File: config.mk
export PLATFORM = sky130hd
export DESIGN_NAME = uart_sci
export DESIGN_NICKNAME = d
export VERILOG_FILES = /design/src/rtl/uart_sci_pkg.sv /design/src/rtl/uart_sci_datapath.sv /design/src/rtl/uart_sci_ctrl.sv /design/src/rtl/uart_sci.sv
export SDC_FILE = /design/constraint.sdc
export NUM_CORES = 1
export LEC_CHECK = 0
export BUFFER_PORTS_ARGS = -buffer_cell sky130_fd_sc_hd__buf_2
export CAP_MARGIN = 20
export CORE_MARGIN = 3
export CORE_UTILIZATION = 40
export CTS_BUF_LIST = sky130_fd_sc_hd__clkbuf_2
export CTS_CLUSTER_DIAMETER = 40
export DETAILED_ROUTE_END_ITERATION = 12
export MAX_ROUTING_LAYER = met4
export PLACE_DENSITY = 0.64
export SYNTH_ARGS = -nofsm -noshare
export SYNTH_HDL_FRONTEND = slang
export SYNTH_HIERARCHICAL = 1
export SYNTH_SLANG_ARGS = --single-unit
File: constraint.sdc
create_clock -name clk -period 4.3 [get_ports clk]
set_input_delay 0.43 -clock clk [delete_from_list [all_inputs] [get_ports clk]]
set_output_delay 0.43 -clock clk [all_outputs]
set_load 0.05 [all_outputs]
File: src/rtl/uart_sci_pkg.sv
package uart_sci_pkg;

  localparam int DATA_W = 8;

  // status byte bit positions
  localparam int ST_TXE = 7;
  localparam int ST_TXC = 6;
  localparam int ST_RXF = 5;
  localparam int ST_IDL = 4;
  localparam int ST_OVR = 3;
  localparam int ST_NSE = 2;
  localparam int ST_FRM = 1;

  localparam logic [1:0] ADDR_CTLA = 2'd0;
  localparam logic [1:0] ADDR_CTLB = 2'd1;
  localparam logic [1:0] ADDR_STAT = 2'd2;
  localparam logic [1:0] ADDR_DATA = 2'd3;

  // control -> datapath
  typedef struct packed {
    logic              txEn;
    logic              rxEn;
    logic              sleep;
    logic              sendBreak;
    logic              txHave;
    logic [DATA_W-1:0] txByte;
  } ctlStrobes_t;

  // datapath -> control
  typedef struct packed {
    logic              txTake;
    logic              txFinish;
    logic              rxDone;
    logic [DATA_W-1:0] rxByte;
    logic              rxNoise;
    logic              rxFrame;
    logic              idleSeen;
    logic              wake;
  } dpEvents_t;

endpackage

File: src/rtl/uart_sci_datapath.sv
module uart_sci_datapath
  import uart_sci_pkg::*;
#(
  parameter int CLKS_PER_SAMPLE = 4,
  parameter int OVERSAMPLE      = 16
) (
  input  logic        clk,
  input  logic        rstN,
  input  ctlStrobes_t ctl,
  input  logic        rxLine,
  output logic        txLine,
  output dpEvents_t   evt
);

  localparam int PRE_W      = (CLKS_PER_SAMPLE > 1) ? $clog2(CLKS_PER_SAMPLE) : 1;
  localparam int BIT_CLKS   = CLKS_PER_SAMPLE * OVERSAMPLE;
  localparam int BCLK_W     = $clog2(BIT_CLKS);
  localparam int FRAME_BITS = DATA_W + 2;
  localparam int IDX_W      = $clog2(FRAME_BITS);
  localparam int SUB_W      = $clog2(OVERSAMPLE);
  localparam int MID        = OVERSAMPLE / 2;
  localparam int IDLE_TICKS = OVERSAMPLE * FRAME_BITS;
  localparam int MARK_W     = $clog2(IDLE_TICKS + 1);

  // ---------------- sample-rate prescaler ----------------
  logic [PRE_W-1:0] preCnt;
  logic             sampleTick;

  assign sampleTick = (preCnt == PRE_W'(CLKS_PER_SAMPLE - 1));

  always_ff @(posedge clk or negedge rstN) begin
    if (!rstN)           preCnt <= '0;
    else if (sampleTick) preCnt <= '0;
    else                 preCnt <= preCnt + 1'b1;
  end

  // ---------------- transmitter ----------------
  typedef enum logic [1:0] {TX_IDLE, TX_DATA, TX_BRK} txState_t;

  txState_t              txState;
  logic [FRAME_BITS-1:0] txShift;
  logic [IDX_W-1:0]      txIdx;
  logic [BCLK_W-1:0]     txClk;
  logic                  txLineQ;
  logic                  txFrameEnd;
  logic                  txTakeC;

  assign txFrameEnd = (txState != TX_IDLE) && (txClk == BCLK_W'(BIT_CLKS - 1))
                      && (txIdx == IDX_W'(FRAME_BITS - 1));
  assign txTakeC    = ctl.txEn && (txState == TX_IDLE) && !ctl.sendBreak && ctl.txHave;

  always_ff @(posedge clk or negedge rstN) begin
    if (!rstN) begin
      txState <= TX_IDLE;
      txShift <= '1;
      txIdx   <= '0;
      txClk   <= '0;
      txLineQ <= 1'b1;
    end else if (!ctl.txEn) begin
      txState <= TX_IDLE;
      txIdx   <= '0;
      txClk   <= '0;
      txLineQ <= 1'b1;
    end else begin
      case (txState)
        TX_IDLE: begin
          txIdx <= '0;
          txClk <= '0;
          if (ctl.sendBreak) begin
            txState <= TX_BRK;
            txLineQ <= 1'b0;
          end else if (ctl.txHave) begin
            txState <= TX_DATA;
            txShift <= {1'b1, ctl.txByte, 1'b0};
            txLineQ <= 1'b0;
          end else begin
            txLineQ <= 1'b1;
          end
        end
        default: begin
          if (txClk == BCLK_W'(BIT_CLKS - 1)) begin
            txClk <= '0;
            if (txIdx == IDX_W'(FRAME_BITS - 1)) begin
              txIdx <= '0;
              if (ctl.sendBreak) begin
                txState <= TX_BRK;
                txLineQ <= 1'b0;
              end else begin
                txState <= TX_IDLE;
                txLineQ <= 1'b1;
              end
            end else begin
              txIdx   <= txIdx + 1'b1;
              txLineQ <= (txState == TX_BRK) ? 1'b0 : txShift[txIdx + 1'b1];
            end
          end else begin
            txClk <= txClk + 1'b1;
          end
        end
      endcase
    end
  end

  assign txLine = txLineQ;

  // a disabled transmitter keeps the line at rest
  a_r12_tx_quiet: assert property (@(posedge clk) disable iff (!rstN)
    !ctl.txEn |=> txLine);

  // ---------------- receiver ----------------
  logic [1:0]        rxSync;
  logic              rxBit;
  logic              rxBusy;
  logic [SUB_W-1:0]  rxSub;
  logic [IDX_W-1:0]  rxIdx;
  logic [1:0]        voteQ;
  logic              voteMaj;
  logic              voteDis;
  logic              noiseAcc;
  logic [DATA_W-1:0] rxData;
  logic              rxDoneQ;
  logic              rxNoiseQ;
  logic              rxFrameQ;
  logic [DATA_W-1:0] rxByteQ;

  always_ff @(posedge clk or negedge rstN) begin
    if (!rstN) rxSync <= 2'b11;
    else       rxSync <= {rxSync[0], rxLine};
  end
  assign rxBit = rxSync[1];

  assign voteMaj = (voteQ[0] & voteQ[1]) | (voteQ[0] & rxBit) | (voteQ[1] & rxBit);
  assign voteDis = !((voteQ[0] == voteQ[1]) && (voteQ[1] == rxBit));

  always_ff @(posedge clk or negedge rstN) begin
    if (!rstN) begin
      rxBusy   <= 1'b0;
      rxSub    <= '0;
      rxIdx    <= '0;
      voteQ    <= 2'b11;
      noiseAcc <= 1'b0;
      rxData   <= '0;
      rxDoneQ  <= 1'b0;
      rxNoiseQ <= 1'b0;
      rxFrameQ <= 1'b0;
      rxByteQ  <= '0;
    end else begin
      rxDoneQ <= 1'b0;
      if (!ctl.rxEn) begin
        rxBusy <= 1'b0;
        rxSub  <= '0;
        rxIdx  <= '0;
      end else if (sampleTick) begin
        if (!rxBusy) begin
          if (!rxBit) begin
            rxBusy   <= 1'b1;
            rxSub    <= '0;
            rxIdx    <= '0;
            noiseAcc <= 1'b0;
          end
        end else begin
          if (rxSub == SUB_W'(MID - 1)) voteQ[0] <= rxBit;
          if (rxSub == SUB_W'(MID))     voteQ[1] <= rxBit;
          if (rxSub == SUB_W'(MID + 1)) begin
            if (rxIdx == '0) begin
              if (voteMaj) rxBusy <= 1'b0;   // false start
              noiseAcc <= voteDis;
            end else if (rxIdx == IDX_W'(FRAME_BITS - 1)) begin
              rxBusy   <= 1'b0;
              rxDoneQ  <= 1'b1;
              rxFrameQ <= !voteMaj;
              rxNoiseQ <= noiseAcc | voteDis;
              rxByteQ  <= rxData;
            end else begin
              rxData   <= {voteMaj, rxData[DATA_W-1:1]};
              noiseAcc <= noiseAcc | voteDis;
            end
          end
          if (rxSub == SUB_W'(OVERSAMPLE - 1)) begin
            rxSub <= '0;
            rxIdx <= rxIdx + 1'b1;
          end else begin
            rxSub <= rxSub + 1'b1;
          end
        end
      end
    end
  end

  // ---------------- idle / wake detector ----------------
  logic [MARK_W-1:0] markCnt;
  logic              idleArmed;
  logic              sleepQ;
  logic              idleSeenQ;
  logic              wakeQ;

  always_ff @(posedge clk or negedge rstN) begin
    if (!rstN) begin
      markCnt   <= '0;
      idleArmed <= 1'b0;
      sleepQ    <= 1'b0;
      idleSeenQ <= 1'b0;
      wakeQ     <= 1'b0;
    end else begin
      sleepQ    <= ctl.sleep;
      idleSeenQ <= 1'b0;
      wakeQ     <= 1'b0;
      if (!ctl.rxEn) begin
        markCnt   <= '0;
        idleArmed <= 1'b0;
      end else if (ctl.sleep && !sleepQ) begin
        markCnt <= '0;
      end else if (sampleTick) begin
        if (!rxBit) begin
          markCnt   <= '0;
          idleArmed <= 1'b1;
        end else if (markCnt != MARK_W'(IDLE_TICKS)) begin
          markCnt <= markCnt + 1'b1;
          if (markCnt == MARK_W'(IDLE_TICKS - 1)) begin
            idleSeenQ <= idleArmed;
            idleArmed <= 1'b0;
            wakeQ     <= ctl.sleep;
          end
        end
      end
    end
  end

  always_comb begin
    evt          = '0;
    evt.txTake   = txTakeC;
    evt.txFinish = ctl.txEn && txFrameEnd && !ctl.sendBreak && !ctl.txHave;
    evt.rxDone   = rxDoneQ;
    evt.rxByte   = rxByteQ;
    evt.rxNoise  = rxNoiseQ;
    evt.rxFrame  = rxFrameQ;
    evt.idleSeen = idleSeenQ;
    evt.wake     = wakeQ;
  end

endmodule

File: src/rtl/uart_sci_ctrl.sv
module uart_sci_ctrl
  import uart_sci_pkg::*;
(
  input  logic              clk,
  input  logic              rstN,
  input  logic              busSel,
  input  logic              busWr,
  input  logic [1:0]        busAddr,
  input  logic [DATA_W-1:0] busWdata,
  output logic [DATA_W-1:0] busRdata,
  input  dpEvents_t         evt,
  output ctlStrobes_t       ctl
);

  logic              txEnR, rxEnR, sleepR, breakR;
  logic [DATA_W-1:0] txBuf, rxBuf;
  logic              txEmpty, txDone;
  logic              rxFull, idleF, ovrF, noiseF, frameF;
  logic              armed;

  logic wrCtlA, wrCtlB, wrData, rdStat, rdData, clrRx, rxAccept;

  assign wrCtlA   = busSel &&  busWr && (busAddr == ADDR_CTLA);
  assign wrCtlB   = busSel &&  busWr && (busAddr == ADDR_CTLB);
  assign wrData   = busSel &&  busWr && (busAddr == ADDR_DATA);
  assign rdStat   = busSel && !busWr && (busAddr == ADDR_STAT);
  assign rdData   = busSel && !busWr && (busAddr == ADDR_DATA);
  assign clrRx    = rdData && armed;
  assign rxAccept = evt.rxDone && rxEnR && !sleepR;

  // control registers
  always_ff @(posedge clk or negedge rstN) begin
    if (!rstN) begin
      txEnR  <= 1'b0;
      rxEnR  <= 1'b0;
      sleepR <= 1'b0;
      breakR <= 1'b0;
    end else begin
      if (wrCtlA) begin
        txEnR <= busWdata[0];
        rxEnR <= busWdata[1];
      end
      if (wrCtlB) begin
        sleepR <= busWdata[0];
        breakR <= busWdata[1];
      end else if (evt.wake) begin
        sleepR <= 1'b0;
      end
    end
  end

  // transmit buffer and flags
  always_ff @(posedge clk or negedge rstN) begin
    if (!rstN) begin
      txBuf   <= '0;
      txEmpty <= 1'b1;
      txDone  <= 1'b1;
    end else if (wrData) begin
      txBuf   <= busWdata;
      txEmpty <= 1'b0;
      txDone  <= 1'b0;
    end else begin
      if (evt.txTake)   txEmpty <= 1'b1;
      if (evt.txFinish) txDone  <= 1'b1;
    end
  end

  // receive buffer, flags and the two-step clear
  always_ff @(posedge clk or negedge rstN) begin
    if (!rstN) begin
      rxBuf  <= '0;
      rxFull <= 1'b0;
      idleF  <= 1'b0;
      ovrF   <= 1'b0;
      noiseF <= 1'b0;
      frameF <= 1'b0;
      armed  <= 1'b0;
    end else begin
      if (rdStat)                                  armed <= 1'b1;
      else if (busSel && busAddr == ADDR_DATA)     armed <= 1'b0;
      if (clrRx) begin
        rxFull <= 1'b0;
        idleF  <= 1'b0;
        ovrF   <= 1'b0;
        noiseF <= 1'b0;
        frameF <= 1'b0;
      end
      if (rxAccept) begin
        if (rxFull) begin
          ovrF <= 1'b1;
        end else begin
          rxBuf  <= evt.rxByte;
          rxFull <= 1'b1;
          noiseF <= evt.rxNoise;
          frameF <= evt.rxFrame;
        end
      end
      if (evt.idleSeen && rxEnR && !sleepR) idleF <= 1'b1;
    end
  end

  // read mux
  always_comb begin
    busRdata = '0;
    case (busAddr)
      ADDR_CTLA: busRdata = {{(DATA_W-2){1'b0}}, rxEnR, txEnR};
      ADDR_CTLB: busRdata = {{(DATA_W-2){1'b0}}, breakR, sleepR};
      ADDR_STAT: begin
        busRdata[ST_TXE] = txEmpty;
        busRdata[ST_TXC] = txDone;
        busRdata[ST_RXF] = rxFull;
        busRdata[ST_IDL] = idleF;
        busRdata[ST_OVR] = ovrF;
        busRdata[ST_NSE] = noiseF;
        busRdata[ST_FRM] = frameF;
      end
      default:   busRdata = rxBuf;
    endcase
  end

  always_comb begin
    ctl           = '0;
    ctl.txEn      = txEnR;
    ctl.rxEn      = rxEnR;
    ctl.sleep     = sleepR;
    ctl.sendBreak = breakR;
    ctl.txHave    = !txEmpty;
    ctl.txByte    = txBuf;
  end

  // a full receive buffer is never overwritten
  a_r4_buffer_held: assert property (@(posedge clk) disable iff (!rstN)
    rxFull |=> $stable(rxBuf));

  // overrun only follows an already full buffer
  a_r5_overrun_needs_full: assert property (@(posedge clk) disable iff (!rstN)
    $rose(ovrF) |-> $past(rxFull));

  // a sleeping receiver raises no receive-full flag
  a_r10_sleep_blocks: assert property (@(posedge clk) disable iff (!rstN)
    sleepR |=> !$rose(rxFull));

  // sleep ends only through the wake event or a software write
  a_r10_sleep_release: assert property (@(posedge clk) disable iff (!rstN)
    $fell(sleepR) |-> $past(evt.wake || wrCtlB));

  // the empty flag returns only when the shifter takes the byte
  a_r3_empty_on_take: assert property (@(posedge clk) disable iff (!rstN)
    $rose(txEmpty) |-> $past(evt.txTake));

endmodule

File: src/rtl/uart_sci.sv
module uart_sci
  import uart_sci_pkg::*;
#(
  parameter int CLKS_PER_SAMPLE = 4,
  parameter int OVERSAMPLE      = 16
) (
  input  logic       clk,
  input  logic       rstN,
  input  logic       busSel,
  input  logic       busWr,
  input  logic [1:0] busAddr,
  input  logic [7:0] busWdata,
  output logic [7:0] busRdata,
  input  logic       rxLine,
  output logic       txLine
);

  ctlStrobes_t ctl;
  dpEvents_t   evt;

  uart_sci_ctrl u_ctrl (
    .clk      (clk),
    .rstN     (rstN),
    .busSel   (busSel),
    .busWr    (busWr),
    .busAddr  (busAddr),
    .busWdata (busWdata),
    .busRdata (busRdata),
    .evt      (evt),
    .ctl      (ctl)
  );

  uart_sci_datapath #(
    .CLKS_PER_SAMPLE (CLKS_PER_SAMPLE),
    .OVERSAMPLE      (OVERSAMPLE)
  ) u_dp (
    .clk    (clk),
    .rstN   (rstN),
    .ctl    (ctl),
    .rxLine (rxLine),
    .txLine (txLine),
    .evt    (evt)
  );

endmodule

* Word-level counts from Yosys, hierarchy flattened
Cells that the tools add are included.
** Storage, ports and cells
- Logic and storage cells :: 236
- Output and inout bits :: 9
- Bits in registers :: 97
- Input bits :: 15
** Cells by class
- Eq/ne operators :: 30
- Reduce and logical (&&, ||, !) cells :: 51
- $add $sub $neg :: 6
- Multiplexer cells :: 100
- Order comparisons :: 1
- Bitwise gates (word level) :: 11
** Operator list (count)
- 1-bit two-way mux :: 68
- 4-bit two-way mux :: 13
- 8-bit two-way mux :: 5
- 1-bit logical AND :: 23
- 7-bit one-hot mux with 3 select lines :: 1
- 4-bit equality test, second input constant :: 5
- 6-bit two-way mux :: 3
- 2-bit two-way mux :: 8
- 4-bit AND reduction :: 4
- 3-bit inequality test, second input constant :: 5
- 4-bit by 1-bit adder with 4-bit output, second input constant :: 3
- 6-bit AND reduction :: 2
- 2-bit nonzero test :: 6
- 3-bit by 1-bit inequality test with 1-bit output, second input constant :: 3
- 8-bit by 1-bit adder with 8-bit output, second input constant :: 1
- 2-bit equality test, second input constant :: 4
- 8-bit equality test, second input constant :: 1
- 4-bit inequality test, second input constant :: 2
- 8-bit inequality test, second input constant :: 1
- 1-bit zero test :: 7
- 6-bit by 1-bit adder with 6-bit output, second input constant :: 1
- 6-bit equality test, second input constant :: 1
- 2-bit inequality test, second input constant :: 3
- 2-bit AND reduction :: 3
- 15 further kinds :: 26

* Depth between registers and ports, before layout
Gate-level depths: netlist of run 1.
- Word-level depth :: 9
- Depth in mapped cells :: 9
- Mapped depth without buffers :: 7

* Modules after synthesis
Netlist of run 1, hierarchy kept.
** By module, submodules not included
- uart_sci_datapath :: seq. area each 1744.2 µm², times used 1, area each 3410.8 µm², cells each 334
- uart_sci_ctrl :: seq. area each 703.2 µm², times used 1, area each 1335.0 µm², cells each 97

* Worst setup path before layout of run 1
Ideal clock, no wire load.
- Path type :: input to output
- Start :: input port busAddr[0]
- End :: output port busRdata[0]
- Buffers on the path :: 1
- Data required time :: 3.870 ns
- Data arrival time :: 1.805 ns
- Stages on the path :: 3
- Path slack :: 2.065 ns
- Path through :: buf_4 mux2i_1 o21ai_0
** On the way
- Word-level cells in the longest chain between the ends :: 2
- Elaborated cells on any way between the ends :: 4
- Classes of those cells :: 2 x eq/ne; 1 x mux; 1 x reduce/logical
** RTL lines
- start, declared :: line uart_sci.sv:11 : input logic [1:0] busAddr,
- 2-bit equality test (tied with other cells) :: line uart_sci_ctrl.sv:105 : case (busAddr)
- 1-bit one-hot mux with 3 select lines (*) :: line uart_sci_ctrl.sv:105
- end, declared :: line uart_sci.sv:13 : output logic [7:0] busRdata,
Every way passes the cells marked *; elsewhere a longest branch is shown, timed or not.

* Final worst setup path of run 1
- Start :: register u_ctrl.rxEnR
- End :: output port busRdata[1]
** On the way
- Word-level cells in the longest chain between the ends :: 1
** RTL lines
- start, declared :: line uart_sci_ctrl.sv:15 : logic txEnR, rxEnR, sleepR, breakR;
- start signal, assigned :: line uart_sci_ctrl.sv:41 : rxEnR <= busWdata[1];
- 7-bit one-hot mux with 3 select lines :: line uart_sci_ctrl.sv:105
Every way passes these cells.

==> tab_implementation.tex, run 1 <==
\begin{tabular}{lr}
\hline
Metric & Value \\
\hline
\multicolumn{2}{l}{\textbf{Power and ir drop}} \\
Power density over the cells & approximately 370 nW/um2 \\
Portion of total power attributed to the clock network & 25.1\% \\
Power spent charging and discharging nets & 0.0005747 W \\
Switching share of power & 30.69\% \\
Worst VDD drop & between 0.2 and 0.25 mV \\
Int Pwr & 0.001298 W \\
Proportion of power drawn by combinational gates & 15.7\% \\
Leakage power & between 2 and 2.5 nW \\
Relative contribution of sequential cells to total power & 59.1\% \\
\multicolumn{2}{l}{\textbf{Die}} \\
Chip Height & around 110 um \\
Starting utilization of the core area & 41.21\% \\
Ports placed on the boundary & 24 \\
Core Footprint & approximately 12000 um2 \\
Floorplan row count & 39 \\
DIE AREA & 13210 um2 \\
Horizontal die dimension & 114.9 um \\
\multicolumn{2}{l}{\textbf{Worst setup path}} \\
Critical path launch point & u\_ctrl/rxEnR \\
FF-to-FF setup slack & 2.00 ns \\
Capture instance of the worst register-to-register path & u\_dp/rxByteQ[3] \\
Master of the slowest instance on the critical path & dfrtp\_1 \\
Slowest cell delay on critical path & 0.62 ns \\
Kind of start point of the critical path & register \\
Critical-path cell list & mux4\_2, buf\_2 \\
Maximum fanout count along the critical path & 17 \\
Required time at the worst-slack endpoint & 3.87 ns \\
Reg-to-reg critical path startpoint & u\_ctrl/rxEnR \\
Setup CP Type & reg2out \\
Setup crit end kind & primary output \\
Data arrival time of the critical path & just under 2 ns \\
Cell count of the worst reg-to-reg path & 4 \\
\multicolumn{2}{l}{\textbf{STA}} \\
Final critical delay including setup and external delays & approximately 2.4 ns \\
Slew @ Worst Pin & 0.7451 ns \\
Total setup violations reported at the end of the flow & 0 \\
Final-report hold violation count & 0 \\
RSZ-0062 raised after global routing & false \\
Setup TNS Final & 0 ns \\
Final worst clock skew & 0.02266 ns \\
Final Max Tran Viols & 0 \\
Max-slew headroom at the worst pin & 50.06\% \\
Achievable Freq & 0.4204 GHz \\
Share of the cycle needed by the critical path after routing & a little under three fifths \\
\multicolumn{2}{l}{\textbf{GRT}} \\
Maximum number of pins on one net before global-route repair & 56 \\
First-pass GRT wire length & 14.57 mm \\
Total gr overflow & 0 \\
Initial antenna violation count & 0 \\
Global router's overall resource usage & 13.95\% \\
Via count of the first global-routing pass & 3106 \\
\multicolumn{2}{l}{\textbf{Logic synthesis}} \\
Post-synthesis async set-or-reset flop share & between 90\% and 100\% \\
\#FFs+latches synth & 97 \\
Most area-hungry cell type in the Yosys netlist & dfrtp\_1 \\
Top-area cell type share of the netlist area & 42.71\% \\
Seq/Total Area, Yosys & 51.57\% \\
Number of distinct standard cells referenced by the synthesized netlist & 56 \\
Most frequently used cell type in the post-synthesis netlist & dfrtp\_1 \\
Synthesized netlist net count & 460 \\
Post-synth EDFFs & 0 \\
Commonest cells in the synthesized netlist & dfrtp\_1 (81), nand2\_1 (52), mux2\_2 (24) \\
Cell count after synthesis & 431 \\
Cell area after synthesis & 4746 um2 \\
Primary FF master, synth & dfrtp\_1 \\
Most area-consuming cells after synthesis & dfrtp\_1 (43\%), dfstp\_2 (8.9\%), mux2\_2 (5.7\%) \\
Total of warnings raised by yosys & 6 \\
Avg Synthesized Cell Area & approximately 11 um2 \\
\multicolumn{2}{l}{\textbf{Placed design}} \\
Count of input and output buffers & 23 \\
Area post-placement & 4902 um2 \\
Routability congestion estimate from global placement & 0.8625 \\
Detail Placement HPWL & around 6 mm \\
\multicolumn{2}{l}{\textbf{Clocking}} \\
Clock tree from TritonCTS & yes \\
Total number of H-tree levels & 3 \\
Clock sink count & 97 \\
Worst skew pair latency & 0.57 ns \\
Cell chosen for the clock root & clkbuf\_2 \\
Total of cells resized after clock tree synthesis & 0 \\
Clock buffer count from CTS & 9 \\
Maximum number of buffers from clock root to sink & 2 \\
CTS clk-pin slew, worst paths & 0.27 ns \\
\multicolumn{2}{l}{\textbf{Worst hold path}} \\
Startpoint of the tightest hold check path & busWdata[7] \\
Tightest Hold Check Type & in2reg \\
Cell depth of the worst hold path & 2 \\
Worst Hold Path EP & u\_ctrl/txBuf[7] \\
\multicolumn{2}{l}{\textbf{Cells and area}} \\
Sequential cell area & 2447 um2 \\
Area of all placed cells without fillers & 5081 um2 \\
Share of layout cells above drive strength 1 & about 23\% \\
Area occupied by multi-input gates & 2083 um2 \\
FILL cells & 1123 \\
Nets & 477 \\
End-of-flow core utilization & 44.12\% \\
Post-synthesis to final-layout area growth & 7.066\% \\
Diodes inserted & 0 \\
\multicolumn{2}{l}{\textbf{Flow run}} \\
Max-cap violations & 0 \\
\multicolumn{2}{l}{\textbf{Route}} \\
Via density per instance & about 5.2 \\
DRC Markers & 0 \\
Number of DRC violations after detailed-routing iteration 0 & 193 \\
DRT antenna net count & 0 \\
Via Count & $\sim$3.1k \\
Final wirelength & 8.366 mm \\
Routed WL per cell & 14.04 um \\
First-pass DRT Iterations & 4 \\
\multicolumn{2}{l}{\textbf{Run status}} \\
Outcome & finished clean \\
\hline
\end{tabular}
[flip-flops by register name (all words and copies together) (netlist names), 2 cells and up]
name          cells
u_ctrl/rxBuf      8
u_ctrl/txBuf      8
u_dp/markCnt      8
u_dp/preCnt       2
u_dp/rxByteQ      8
u_dp/rxData       8
u_dp/rxIdx        4
u_dp/rxSub        4
u_dp/rxSync       2
u_dp/txClk        6
u_dp/txIdx        4
u_dp/txShift      9
u_dp/txState      2
u_dp/voteQ        2
[layer usage]
layer	vias to the layer above	global-route usage [%]	share of wire, %
met2	31	22.26	49
li1	1537	-	-
met3	10	3.579	2.7
met5	-	-	0
met4	0	4.069	1.0
met1	1549	17.56	48
[power by group through the flow]
stage               clock [W]  sequential (W)  combinational, W
floorplan                   0         0.00111          0.000228
global placement            0         0.00112          0.000287
detailed placement          0         0.00112          0.000294
CTS                  0.000500         0.00111          0.000299
global route         0.000535         0.00112          0.000335
finish               0.000471         0.00111          0.000294
[how the worst max path moves through the flow]
stage	endpoint	slack, ns	cells after the start
floorplan	busRdata[0]	2.07	3
global placement	u_dp/rxByteQ[3]	2.09	4
detailed placement	u_dp/rxByteQ[3]	2.02	4
CTS	busRdata[1]	1.85	2
global route	busRdata[1]	1.82	2
finish	busRdata[1]	1.92	2
[layout make-up]
cell class	count	area share, %
clock buffers	9	0.8865
repair buffers	30	3.595
well taps	143	3.521
inverters	16	1.182
flip-flops and latches	97	48.17
clock inverters	7	1.650
multi-input cells	294	41.00
[cells in the final DEF, fill, tap and decap left out, drive strengths merged, types with 2 or more instances in the layout]
cell and instances:
a211oi 2, a21o 3, a21oi 19, a22o 5, a31o 2, a31oi 4
a32o 2, and2 5, and3 5, buf 25, clkbuf 9, clkinv 2
dfrtp 81, dfstp 16, dlygate4sd3 5, ha 14, inv 19, mux2 37
mux2i 11, nand2 52, nand2b 4, nand3 15, nand3b 3, nand4 5
nand4b 3, nor2 22, nor2b 12, nor3 15, nor4 2, o21a 3
o21ai 23, o32ai 2, or2 2, xnor2 6, xor2 2
[logic make-up after synthesis]
kind of cell	Yosys count	share of synthesized area, %
compound gates	72	9.570
xor+xnor	8	1.476
fa+ha+maj	14	3.691
simple gates	151	16.56
mux	49	12.60
buf+inv	40	4.535
flops	97	51.57
[repair_timing]
item,CTS,global route
hold endpoints to repair,44,0
hold buffers,5,0
setup endpoints to repair,0,0
buffers inserted,0,0
[critical path: cells and delay by family (launching register included)]
kind / cells / cell delay (ns)
buf+inv: 1 / 0.23
flops: 1 / 0.62
mux: 1 / 0.54
[stage by stage]
| step | power, W | setup WS [ns] | hold WS [ns] | cells |
|---|---|---|---|---|
| 3_3_place_gp | 0.001408 | 2.095 | 0.3470 | 575 |
| 4_1_cts | 0.001908 | 1.855 | 0.006341 | 596 |
| 5_1_grt | 0.001993 | 1.823 | 0.001114 | 596 |
| 2_1_floorplan | 0.001336 | 2.065 | 0.1344 | 431 |
| 6_report | 0.001872 | 1.921 | 0.07114 | 596 |
| 3_5_place_dp | 0.001418 | 2.023 | 0.3475 | 575 |
(Power assumes the default switching activity.)
==> run 2, diff against run 1 <==
--- a/config.mk
+++ b/config.mk
@@ -13,7 +13,7 @@
 export CTS_CLUSTER_DIAMETER = 40
 export DETAILED_ROUTE_END_ITERATION = 12
 export MAX_ROUTING_LAYER = met4
-export PLACE_DENSITY = 0.64
+export PLACE_DENSITY = 0.66
 export SYNTH_ARGS = -nofsm -noshare
 export SYNTH_HDL_FRONTEND = slang
 export SYNTH_HIERARCHICAL = 1
==> constraint.sdc (replaced) <==
create_clock -name clk -period 2.1 [get_ports clk]
set_input_delay 0.21 -clock clk [delete_from_list [all_inputs] [get_ports clk]]
set_output_delay 0.21 -clock clk [all_outputs]
set_load 0.05 [all_outputs]
==> run 2 against run 1 <==
Critical path depth rose by 1. Highest routed layer unchanged. Non-clock buffer count increased by 16. Flip-flop and latch count is the same. Largest cell class unchanged. Sequential share of layout area fell by 1.3 points. Global-route usage up 0.69 points. Register-to-register slack lost 1.8 ns. Worst hold slack better by 0.071 ns. Die area stayed put. First-iteration DRC count grew 6.2%. Sequential power rose by 100%. Clock skew about the same. Utilization grew 1.2 points.
==> tab_implementation.tex, run 2 (synthesized netlist as in run 1, its figures left out) <==
\begin{tabular}{lr}
\hline
Metric & Value \\
\hline
\multicolumn{2}{l}{\textbf{Route}} \\
Met3 routed WL & 276 um (+22\%) \\
Detail Route met2 WL & 4.158 mm (+2.0\%) \\
Highest metal used & met4 \\
Met1 Routed Length & 4.340 mm (+9.2\%) \\
Via density per instance & 5.186 (-1.2\%) \\
DRC Markers & 0 (unchanged) \\
Routed WL per cell & 14.46 um (+3.0\%) \\
First-pass DRT Iterations & 4 (unchanged) \\
Number of DRC violations after detailed-routing iteration 0 & 205 (+6.2\%) \\
DRT antenna net count & 0 (unchanged) \\
Via Count & 3174 (+1.5\%) \\
Final wirelength & 8.850 mm (+5.8\%) \\
\multicolumn{2}{l}{\textbf{Die}} \\
Starting utilization of the core area & 41.21\% (unchanged) \\
DIE AREA & 13210 um2 (unchanged) \\
Horizontal die dimension & 114.9 um (unchanged) \\
Ports placed on the boundary & 24 (unchanged) \\
Floorplan row count & 39 (unchanged) \\
Chip Height & 114.9 um (unchanged) \\
Core Footprint & 11520 um2 (unchanged) \\
\multicolumn{2}{l}{\textbf{Worst setup path}} \\
Kind of start point of the critical path & register \\
FF-to-FF setup slack & 0.19 ns (-1.81 ns) \\
Critical-path cell list & mux2i\_1, nor2b\_1, buf\_2 \\
Master of the slowest instance on the critical path & dfstp\_2 \\
Capture instance of the worst register-to-register path & u\_dp/rxData[3] \\
Data arrival time of the critical path & 1.72 ns (-0.23 ns) \\
Setup CP Type & reg2out \\
Cell count of the worst reg-to-reg path & 5 (+1) \\
Slowest cell delay on critical path & 0.59 ns (-0.03 ns) \\
Maximum fanout count along the critical path & 2 (-15) \\
Setup crit end kind & primary output \\
Reg-to-reg critical path startpoint & u\_dp/preCnt[0] \\
Required time at the worst-slack endpoint & 1.89 ns (-1.98 ns) \\
\multicolumn{2}{l}{\textbf{GRT}} \\
Maximum number of pins on one net before global-route repair & 40 (-29\%) \\
Global router's overall resource usage & 14.64\% (+0.69 points) \\
Total gr overflow & 0 (unchanged) \\
First-pass GRT wire length & 15.10 mm (+3.6\%) \\
Via count of the first global-routing pass & 3112 (+0.19\%) \\
Initial antenna violation count & 0 (unchanged) \\
\multicolumn{2}{l}{\textbf{Clocking}} \\
Maximum number of buffers from clock root to sink & 2 (unchanged) \\
Clock buffer count from CTS & 9 (unchanged) \\
Clock sink count & 97 (unchanged) \\
Clock tree from TritonCTS & yes \\
CTS clk-pin slew, worst paths & 0.25 ns (-0.02 ns) \\
Total number of H-tree levels & 3 (unchanged) \\
Worst skew pair latency & 0.55 ns (-0.02 ns) \\
Cell chosen for the clock root & clkbuf\_2 \\
\multicolumn{2}{l}{\textbf{STA}} \\
Max-slew headroom at the worst pin & 56.27\% (+6.2 points) \\
Setup slack of the critical path after layout & 0.1687 ns (-1.753 ns) \\
RSZ-0062 raised after global routing & false \\
Achievable Freq & 0.5178 GHz \\
Slew @ Worst Pin & 0.6469 ns (-0.09821 ns) \\
Share of the cycle needed by the critical path after routing & roughly nine tenths \\
Setup TNS Final & 0 ns (unchanged) \\
Final worst clock skew & 0.02274 ns (+0.00008290 ns) \\
Total setup violations reported at the end of the flow & 0 (unchanged) \\
Final Max Tran Viols & 0 (unchanged) \\
Final-report hold violation count & 0 (unchanged) \\
Final critical delay including setup and external delays & 1.931 ns \\
\multicolumn{2}{l}{\textbf{Cells and area}} \\
Share of layout cells above drive strength 1 & 22.81\% (+0.077 points) \\
Most frequent standard cell in the layout excluding fill and tap cells & dfrtp\_1 \\
Nets & 493 (+3.4\%) \\
Diodes inserted & 0 (unchanged) \\
Sequential cell area & 2447 um2 (unchanged) \\
End-of-flow core utilization & 45.32\% (+1.2 points) \\
Register with the highest flop count & u\_dp/txShift \\
Number of flip-flops under the largest register name & 9 (unchanged) \\
Leading cell types in the layout, fill and taps excluded & dfrtp\_1 (81), nand2\_1 (52), mux2\_2 (24) \\
Area occupied by multi-input gates & 2083 um2 (unchanged) \\
Post-synthesis to final-layout area growth & 9.966\% \\
FILL cells & 1073 (-4.5\%) \\
\multicolumn{2}{l}{\textbf{Power and ir drop}} \\
Worst VDD drop & 0.3033 mV (+51\%) \\
Power density over the cells & 724.7 nW/um2 (+97\%) \\
Leakage power & 2.396 nW (+3.0\%) \\
\multicolumn{2}{l}{\textbf{Flow run}} \\
Max-cap violations & 0 (unchanged) \\
\multicolumn{2}{l}{\textbf{Placed design}} \\
Routability congestion estimate from global placement & 0.8904 (+3.2\%) \\
Count of input and output buffers & 23 (unchanged) \\
Post-Place Worst Slack & 0.2234 ns (-1.800 ns) \\
Detail Placement HPWL & 6.187 mm (+3.6\%) \\
\multicolumn{2}{l}{\textbf{Run status}} \\
Outcome & finished clean \\
\multicolumn{2}{l}{\textbf{Worst hold path}} \\
Tightest Hold Check Type & in2async \\
\hline
\end{tabular}
==> run 2: cell count changes in the layout (fill, tap and decap cells not counted), sizes merged <==
| cell | delta |
|---|---|
| dlygate4sd3 | +8 |
| clkinvlp | -1 |
| clkinv | +4 |
| buf | +8 |
| inv | -3 |
==> run 2: layout make-up <==
type,count,share of cell area (%)
timing repair buffer,46,6.617
sequential,97,46.90
clock inverter,7,1.127
inverter,16,1.151
tap,143,3.428
multi-input combinational,294,39.92
clock buffer,9,0.8631
==> run 2: worst max path at each step <==
stage | from | endpoint | cells after the start
after CTS | u_ctrl/rxEnR | busRdata[1] | 3
after floorplan | u_dp/preCnt[0] | u_dp/rxData[0] | 7
after global routing | u_dp/preCnt[0] | u_dp/rxData[5] | 5
final | u_ctrl/txDone | busRdata[6] | 3
after global placement | u_dp/preCnt[0] | u_dp/rxData[2] | 5
after detailed placement | u_dp/preCnt[0] | u_dp/rxData[4] | 5
==> run 2: repair_timing <==
action                                  CTS  global route
resized for setup                         4             0
hold endpoints to repair                 78             0
endpoints found under the setup margin    1             1
setup buffers                             2             0
hold buffers                             13             0
==> run 2: metrics by stage <==
step / power (W) / area [um2] / instances / hold slack [ns]
2_1_floorplan: 0.002736 / 4746 / 431 / -0.08559
3_3_place_gp: 0.002916 / 4967 / 582 / 0.2285
3_5_place_dp: 0.002932 / 4967 / 582 / 0.2319
4_1_cts: 0.003850 / 5230 / 613 / 0.09695
5_1_grt: 0.004017 / 5219 / 612 / 0.1052
6_report: 0.003782 / 5219 / 612 / 0.1424
==> run 2: metal layers <==
| layer | vias to the layer above | GRT usage (%) |
|---|---|---|
| li1 | 1570 | - |
| met2 | 49 | 22.34 |
| met3 | 7 | 3.684 |
| met4 | 0 | 3.521 |
| met5 | - | - |
| met1 | 1548 | 19.70 |
==> run 2: power breakdown <==
part | total (W) | switching [W] | internal [W]
sequential | 0.00225 | 0.000135 | 0.00212
clock | 0.000855 | 0.000593 | 0.000262
combinational | 0.000677 | 0.000395 | 0.000282
==> run 2: critical path, delay by kind of cell, from the launching register on <==
family | cells | cell delay, ns
flip-flops | 1 | 0.59
multiplexers | 1 | 0.06
buffers and inverters | 1 | 0.31
AND/OR/NAND/NOR | 1 | 0.22
